File: src/rtl/intc_pkg.sv
package intc_pkg;

    // States of the nesting stack controller.
    typedef enum logic [1:0] {
        ST_IDLE   = 2'd0,
        ST_NESTED = 2'd1,
        ST_FULL   = 2'd2
    } nest_state_e;

    localparam int unsigned SETEN_BASE = 32'h100;
    localparam int unsigned CLREN_BASE = 32'h180;
    localparam int unsigned PRIO_BASE  = 32'h400;

endpackage

File: src/rtl/intc_regs.sv
module intc_regs #(
    parameter int N_IRQ     = 96,
    parameter int PRIO_BITS = 4,
    parameter int ADDR_W    = 12
) (
    input  logic                       clk,
    input  logic                       rst_n,
    input  logic [ADDR_W-1:0]          bus_addr,
    input  logic [31:0]                bus_wdata,
    input  logic                       bus_we,
    output logic [31:0]                bus_rdata,
    output logic [N_IRQ-1:0]           en_vec,
    output logic [N_IRQ*PRIO_BITS-1:0] prio_flat
);
    import intc_pkg::*;

    localparam int N_EN_WORDS  = (N_IRQ + 31) / 32;
    localparam int N_PRIO_REGS = (N_IRQ + 3) / 4;
    localparam int LANE_LO     = 8 - PRIO_BITS;

    logic [N_EN_WORDS-1:0]    set_hit;
    logic [N_EN_WORDS-1:0]    clr_hit;
    logic [N_PRIO_REGS-1:0]   prio_hit;
    logic [N_EN_WORDS*32-1:0] en_pad;
    logic [N_PRIO_REGS*32-1:0] prio_pad;

    // Address decode, shared by reads and writes.
    always_comb begin
        set_hit  = '0;
        clr_hit  = '0;
        prio_hit = '0;
        for (int k = 0; k < N_EN_WORDS; k++) begin
            set_hit[k] = (bus_addr == ADDR_W'(SETEN_BASE + 4 * k));
            clr_hit[k] = (bus_addr == ADDR_W'(CLREN_BASE + 4 * k));
        end
        for (int j = 0; j < N_PRIO_REGS; j++) begin
            prio_hit[j] = (bus_addr == ADDR_W'(PRIO_BASE + 4 * j));
        end
    end

    // One enable flop and one priority field per interrupt.
    for (genvar n = 0; n < N_IRQ; n++) begin : g_line
        localparam int W  = n / 32;
        localparam int B  = n % 32;
        localparam int R  = n / 4;
        localparam int LO = 8 * (n % 4) + LANE_LO;

        logic                 en_bit;
        logic [PRIO_BITS-1:0] pr_q;

        always_ff @(posedge clk or negedge rst_n) begin
            if (!rst_n) begin
                en_bit <= 1'b0;
            end else if (bus_we && set_hit[W] && bus_wdata[B]) begin
                en_bit <= 1'b1;
            end else if (bus_we && clr_hit[W] && bus_wdata[B]) begin
                en_bit <= 1'b0;
            end
        end

        always_ff @(posedge clk or negedge rst_n) begin
            if (!rst_n) begin
                pr_q <= '0;
            end else if (bus_we && prio_hit[R]) begin
                pr_q <= bus_wdata[LO +: PRIO_BITS];
            end
        end

        assign en_vec[n] = en_bit;
        assign prio_flat[n*PRIO_BITS +: PRIO_BITS] = pr_q;
    end

    // Read path: padded images of the enable and priority state.
    always_comb begin
        en_pad   = '0;
        prio_pad = '0;
        en_pad[N_IRQ-1:0] = en_vec;
        for (int n = 0; n < N_IRQ; n++) begin
            prio_pad[8*n + LANE_LO +: PRIO_BITS] = prio_flat[n*PRIO_BITS +: PRIO_BITS];
        end
    end

    always_comb begin
        bus_rdata = '0;
        for (int k = 0; k < N_EN_WORDS; k++) begin
            if (set_hit[k] || clr_hit[k]) begin
                bus_rdata = en_pad[32*k +: 32];
            end
        end
        for (int j = 0; j < N_PRIO_REGS; j++) begin
            if (prio_hit[j]) begin
                bus_rdata = prio_pad[32*j +: 32];
            end
        end
    end

endmodule

File: src/rtl/intc_arbiter.sv
module intc_arbiter #(
    parameter int N_IRQ     = 96,
    parameter int PRIO_BITS = 4,
    parameter int ID_W      = $clog2(N_IRQ)
) (
    input  logic [N_IRQ-1:0]           req_vec,
    input  logic [N_IRQ*PRIO_BITS-1:0] prio_flat,
    output logic                       found,
    output logic [ID_W-1:0]            win_id,
    output logic [PRIO_BITS-1:0]       win_prio
);

    // Strict less-than keeps the lower number on a tie.
    always_comb begin
        found    = 1'b0;
        win_id   = '0;
        win_prio = '1;
        for (int n = 0; n < N_IRQ; n++) begin
            if (req_vec[n] &&
                (!found || (prio_flat[n*PRIO_BITS +: PRIO_BITS] < win_prio))) begin
                found    = 1'b1;
                win_id   = ID_W'(n);
                win_prio = prio_flat[n*PRIO_BITS +: PRIO_BITS];
            end
        end
    end

endmodule

File: src/rtl/intc_nest.sv
module intc_nest #(
    parameter int PRIO_BITS = 4,
    parameter int DEPTH     = 16
) (
    input  logic                 clk,
    input  logic                 rst_n,
    input  logic                 push,
    input  logic [PRIO_BITS-1:0] push_prio,
    input  logic                 pop,
    output logic [PRIO_BITS:0]   cur_lvl,
    output logic                 is_idle,
    output logic                 is_full
);
    import intc_pkg::*;

    localparam int LVL_W = PRIO_BITS + 1;
    localparam int PTR_W = $clog2(DEPTH + 1);
    localparam int IDX_W = $clog2(DEPTH);
    localparam logic [LVL_W-1:0] IDLE_LVL = LVL_W'(2 ** PRIO_BITS);

    nest_state_e          state_q, state_d;
    logic [PTR_W-1:0]     ptr_q;
    logic [LVL_W-1:0]     lvl_q;
    logic [LVL_W-1:0]     stk [DEPTH];
    logic                 do_push, do_pop;
    logic [IDX_W-1:0]     wr_idx, rd_idx;

    assign do_push = push && (state_q != ST_FULL);
    assign do_pop  = pop && !push && (state_q != ST_IDLE);
    assign wr_idx  = IDX_W'(ptr_q);
    assign rd_idx  = IDX_W'(ptr_q - PTR_W'(1));

    // State register.
    always_ff @(posedge clk or negedge rst_n) begin
        if (!rst_n) begin
            state_q <= ST_IDLE;
        end else begin
            state_q <= state_d;
        end
    end

    // Next-state logic.
    always_comb begin
        state_d = state_q;
        unique case (state_q)
            ST_IDLE: begin
                if (do_push) begin
                    state_d = (DEPTH == 1) ? ST_FULL : ST_NESTED;
                end
            end
            ST_NESTED: begin
                if (do_push && (ptr_q == PTR_W'(DEPTH - 1))) begin
                    state_d = ST_FULL;
                end else if (do_pop && (ptr_q == PTR_W'(1))) begin
                    state_d = ST_IDLE;
                end
            end
            ST_FULL: begin
                if (do_pop) begin
                    state_d = (DEPTH == 1) ? ST_IDLE : ST_NESTED;
                end
            end
            default: state_d = ST_IDLE;
        endcase
    end

    // Stack and running level.
    always_ff @(posedge clk or negedge rst_n) begin
        if (!rst_n) begin
            ptr_q <= '0;
            lvl_q <= IDLE_LVL;
        end else if (do_push) begin
            stk[wr_idx] <= lvl_q;
            ptr_q       <= ptr_q + PTR_W'(1);
            lvl_q       <= {1'b0, push_prio};
        end else if (do_pop) begin
            ptr_q <= ptr_q - PTR_W'(1);
            lvl_q <= stk[rd_idx];
        end
    end

    // Outputs.
    always_comb begin
        cur_lvl = lvl_q;
        is_idle = (state_q == ST_IDLE);
        is_full = (state_q == ST_FULL);
    end

endmodule

File: src/rtl/prio_intc.sv
module prio_intc #(
    parameter int N_IRQ     = 96,
    parameter int PRIO_BITS = 4,
    parameter int DEPTH     = 16,
    parameter int ADDR_W    = 12
) (
    input  logic                 clk,
    input  logic                 rst_n,
    input  logic [N_IRQ-1:0]     irq_in,
    input  logic [ADDR_W-1:0]    bus_addr,
    input  logic [31:0]          bus_wdata,
    input  logic                 bus_we,
    output logic [31:0]          bus_rdata,
    output logic                 irq_req,
    output logic [$clog2(N_IRQ)-1:0] irq_id,
    output logic [PRIO_BITS-1:0] irq_prio,
    output logic [PRIO_BITS:0]   active_level,
    input  logic                 irq_ack,
    input  logic                 irq_done
);

    localparam int ID_W = $clog2(N_IRQ);

    logic [N_IRQ-1:0]           en_vec;
    logic [N_IRQ*PRIO_BITS-1:0] prio_flat;
    logic [N_IRQ-1:0]           pend_q;
    logic [N_IRQ-1:0]           ack_mask;
    logic                       found;
    logic [ID_W-1:0]            win_id;
    logic [PRIO_BITS-1:0]       win_prio;
    logic                       ack_ok;
    logic                       nest_idle;
    logic                       nest_full;

    intc_regs #(
        .N_IRQ(N_IRQ), .PRIO_BITS(PRIO_BITS), .ADDR_W(ADDR_W)
    ) u_regs (
        .clk(clk), .rst_n(rst_n),
        .bus_addr(bus_addr), .bus_wdata(bus_wdata), .bus_we(bus_we),
        .bus_rdata(bus_rdata), .en_vec(en_vec), .prio_flat(prio_flat)
    );

    intc_arbiter #(
        .N_IRQ(N_IRQ), .PRIO_BITS(PRIO_BITS), .ID_W(ID_W)
    ) u_arb (
        .req_vec(pend_q & en_vec), .prio_flat(prio_flat),
        .found(found), .win_id(win_id), .win_prio(win_prio)
    );

    intc_nest #(
        .PRIO_BITS(PRIO_BITS), .DEPTH(DEPTH)
    ) u_nest (
        .clk(clk), .rst_n(rst_n),
        .push(ack_ok), .push_prio(win_prio), .pop(irq_done),
        .cur_lvl(active_level), .is_idle(nest_idle), .is_full(nest_full)
    );

    assign irq_req  = found && ({1'b0, win_prio} < active_level) && !nest_full;
    assign irq_id   = win_id;
    assign irq_prio = win_prio;
    assign ack_ok   = irq_ack && irq_req;

    always_comb begin
        ack_mask = '0;
        if (ack_ok) begin
            ack_mask[win_id] = 1'b1;
        end
    end

    // Pending latch: set by a high line, cleared on acknowledge.
    always_ff @(posedge clk or negedge rst_n) begin
        if (!rst_n) begin
            pend_q <= '0;
        end else begin
            pend_q <= (pend_q | irq_in) & ~ack_mask;
        end
    end

endmodule

File: config.mk
export PLATFORM = sky130hd
export DESIGN_NAME = prio_intc
export DESIGN_NICKNAME = d
export VERILOG_FILES = /design/src/rtl/intc_pkg.sv /design/src/rtl/intc_regs.sv /design/src/rtl/intc_arbiter.sv /design/src/rtl/intc_nest.sv /design/src/rtl/prio_intc.sv
export SDC_FILE = /design/constraint.sdc
export NUM_CORES = 2
export LEC_CHECK = 0
export BUFFER_PORTS_ARGS = -buffer_cell sky130_fd_sc_hd__buf_2
export CORE_UTILIZATION = 40
export DETAILED_ROUTE_END_ITERATION = 7
export SLEW_MARGIN = 25
export SYNTH_ARGS = -nofsm -noshare
export SYNTH_HDL_FRONTEND = slang
export SYNTH_SLANG_ARGS = --single-unit
File: constraint.sdc
create_clock -name clk -period 144.3 [get_ports clk]
set_clock_uncertainty 0.1 [all_clocks]
set_input_delay 7.215 -clock clk [delete_from_list [all_inputs] [get_ports clk]]
set_output_delay 7.215 -clock clk [all_outputs]
set_load 0.02 [all_outputs]
==> metrics <==
EDFF count, synth=80; failing checks=design-rule violations; DR vias=55500; final-report setup violation count=0; final hold viol count=0; Synth Flop Type=dfrtp_1; Core Footprint=between 100000 and 150000 sq um; Area growth, synth to finish=14.9%; die height=about 380 um; FF-to-FF Start=pend_q[0]; clock slew seen by the registers of the worst setup and hold paths=around 60 ps; number of global-route vias before repair=51000; slew margin rel.=20.1%; Yosys warnings=0; clock sinks=between 600 and 700; Syn Nets=6402; die area=~140000 sq um; Hold EP=pend_q[60]; most frequent cells in the layout=668 x nand2_1, 585 x dfrtp_1, 460 x nor2_1, 415 x mux2_2, 396 x buf_4; Rows=137; outcome=finished, violations left; total negative slack=0 ps; Routed Antenna Nets=0; H-tree levels=3; Synth Instances=around 6000; R2R depth=724; CTS tree=yes; CP Buf/Inv Count=39; hold path depth=2; via/cell ratio=~6.5; DR DRC count=13; starting density of the core=between 40% and 50%; RD Place Congestion=1.02; worst r2r dst=u_nest.stk[9][0]; number of DRC markers in iteration 0=7087; Setup WS pre-CTS=-1290 ps; Worst path slowest cell=or4_4; # IOs=194; area of the multi-input gates=37600 sq um; crit-path max cell delay=slightly above 600 ps; initial antenna violation count=23; largest net degree at the start of global routing=165; Wirelength per Cell=roughly 29 um; drt total wl=247000 um; leakage power figure=27.7 nW; final setup margin=7310 ps; hpwl dp=187000 um; Max Clock Freq=7.30 MHz; FF+latch count, synth=roughly 670; register-to-register setup slack=~13000 ps; total gr overflow=0; period utilization=94.9%; worst-path maximum fanout=9; WS Path Type=register to output pin; Port Buffer Count=193; Async S/R FF share, synth=88.0%; Die W=377 um; CP dominant cell by count=ha_1; worst slew pin tran=between 1000 and 1500 ps; layout cell share with drive strength beyond 1=a little under a third; Total Routing Usage GR=33.4%; Layout Utilization=46.4%; syn avg cell area=9.16 sq um; Final min period=136990 ps; Nets=6800; global-route wire length before repair=353000 um; Slew Viols, Final=0; register area share after synthesis=between 30% and 40%; cts bufs inserted=82; Critical Path RT=around 140000 ps; critical path depth in cells=924; pwr/cell area=~9.6 nW/um^2; Max Cap Viol=0; CTS root buf=clkbuf_16; worst vdd ir=0.00909 mV; worst min-delay path class=register to register; CTS Hold Bufs=0; CP Launch Type=register; worst hold start=pend_q[60]; Bufs on Longest Clock Path=3; commonest non-fill, non-tap cell in the layout=nand2_1; Synth Cell Area=56400 sq um; Fillers=around 13000; First-pass DRT Iterations=8; CP top delay family=compound AO/OA/AOI/OAI gates; CP endpoint kind=output pin; Cell variety after synth=~210; worst-skew pair later-pin latency=between 700 and 800 ps; storage element area=17100 sq um; endpoint arrival time on the critical path=between 100000 and 150000 ps
## power breakdown
part / leakage [nW] / switching [W] / internal (W)
sequential: 8.41 / 0.00000791 / 0.000197
combinational: 17.9 / 0.000118 / 0.0000760
clock: 1.35 / 0.0000920 / 0.000128
## synthesized netlist by cell type (42+ instances only)
cell type | count | area [sq um]
mux2i_1 | 143 | 1430
o211ai_1 | 60 | 450
nand3_1 | 175 | 876
a22o_1 | 104 | 911
o21ai_0 | 272 | 1360
nor3_1 | 107 | 536
a22oi_1 | 94 | 706
nand4_1 | 54 | 338
a21oi_1 | 367 | 1840
o22ai_1 | 46 | 288
or2_2 | 44 | 275
clkbuf_1 | 147 | 552
nand2_1 | 681 | 2560
mux2_2 | 415 | 4670
buf_6 | 42 | 473
a21o_1 | 42 | 315
inv_1 | 236 | 886
nor2_1 | 486 | 1820
a31oi_1 | 115 | 719
a21o_2 | 44 | 385
edfxtp_1 | 80 | 2400
a222oi_1 | 47 | 470
dfrtp_1 | 587 | 14700
and2_2 | 46 | 345
ha_1 | 105 | 1310
a211oi_1 | 70 | 526
## what timing repair did
| action | 4_1_cts | 5_1_grt |
|---|---|---|
| setup endpoints to repair | 12 | 200 |
| gates cloned | 0 | 0 |
| buffers inserted | 6 | 117 |
| pin swaps | 4 | 98 |
| gates resized for setup | 27 | 272 |
## cell type report
class                   count  share of cell area [%]
clock inverters            38                   0.778
repair buffers            591                    6.13
well taps                1876                    3.62
clock buffers             112                    3.54
diodes                      9                  0.0348
flip-flops and latches    668                    26.4
multi-input cells        4970                    58.1
inverters                 237                    1.37
## worst min-delay path: stages (launching register included)
cell	delay, ps
dfrtp_1	340
nor2_1	50
a21oi_1	100
## metrics by stage
stage / std cells / total power (W) / cell area, sq um / hold WS [ps]
floorplan: 6152 / 0.000330 / 56400 / 369
global placement: 8217 / 0.000388 / 59900 / 396
detailed placement: 8218 / 0.000390 / 59900 / 416
CTS: 8374 / 0.000609 / 62800 / 428
global route: 8496 / 0.000643 / 64800 / 439
finish: 8501 / 0.000619 / 64800 / 424
## logic make-up after synthesis
| kind of cell | count (synthesis) | synth area share [%] |
|---|---|---|
| flip-flops | 668 | 30.4 |
| AND/OR/NAND/NOR | 2055 | 18.6 |
| XOR/XNOR | 43 | 0.695 |
| buffers and inverters | 514 | 5.04 |
| adder cells (fa/ha/maj) | 153 | 3.20 |
| AO/OA/AOI/OAI | 2084 | 28.9 |
| multiplexers | 635 | 13.2 |
## worst max-delay path by stage
stage	endpoint	start	slack (ps)
floorplan	irq_req	pend_q[0]	6350
global placement	irq_req	pend_q[0]	1440
detailed placement	irq_req	pend_q[0]	-1290
CTS	irq_req	pend_q[0]	50
global route	irq_req	pend_q[0]	-940
finish	irq_req	pend_q[0]	7310
## registers in the layout, summed over array words and instances, names as in the netlist
name	count
u_regs.g_line.en_bit	96
u_nest.cur_lvl	5
u_nest.state_q	2
u_nest.ptr_q	5
u_regs.g_line.pr_q	384
pend_q	96
u_nest.stk	80
## metal layers
metal	vias to the layer above	GRT usage [%]	share of wire (%)
li1	24400	-	-
met1	27700	45.0	41
met2	2872	49.5	43
met3	516	7.63	10
met4	18	18.1	6.1
met5	-	0	0.056
(Power assumes the default switching activity.)
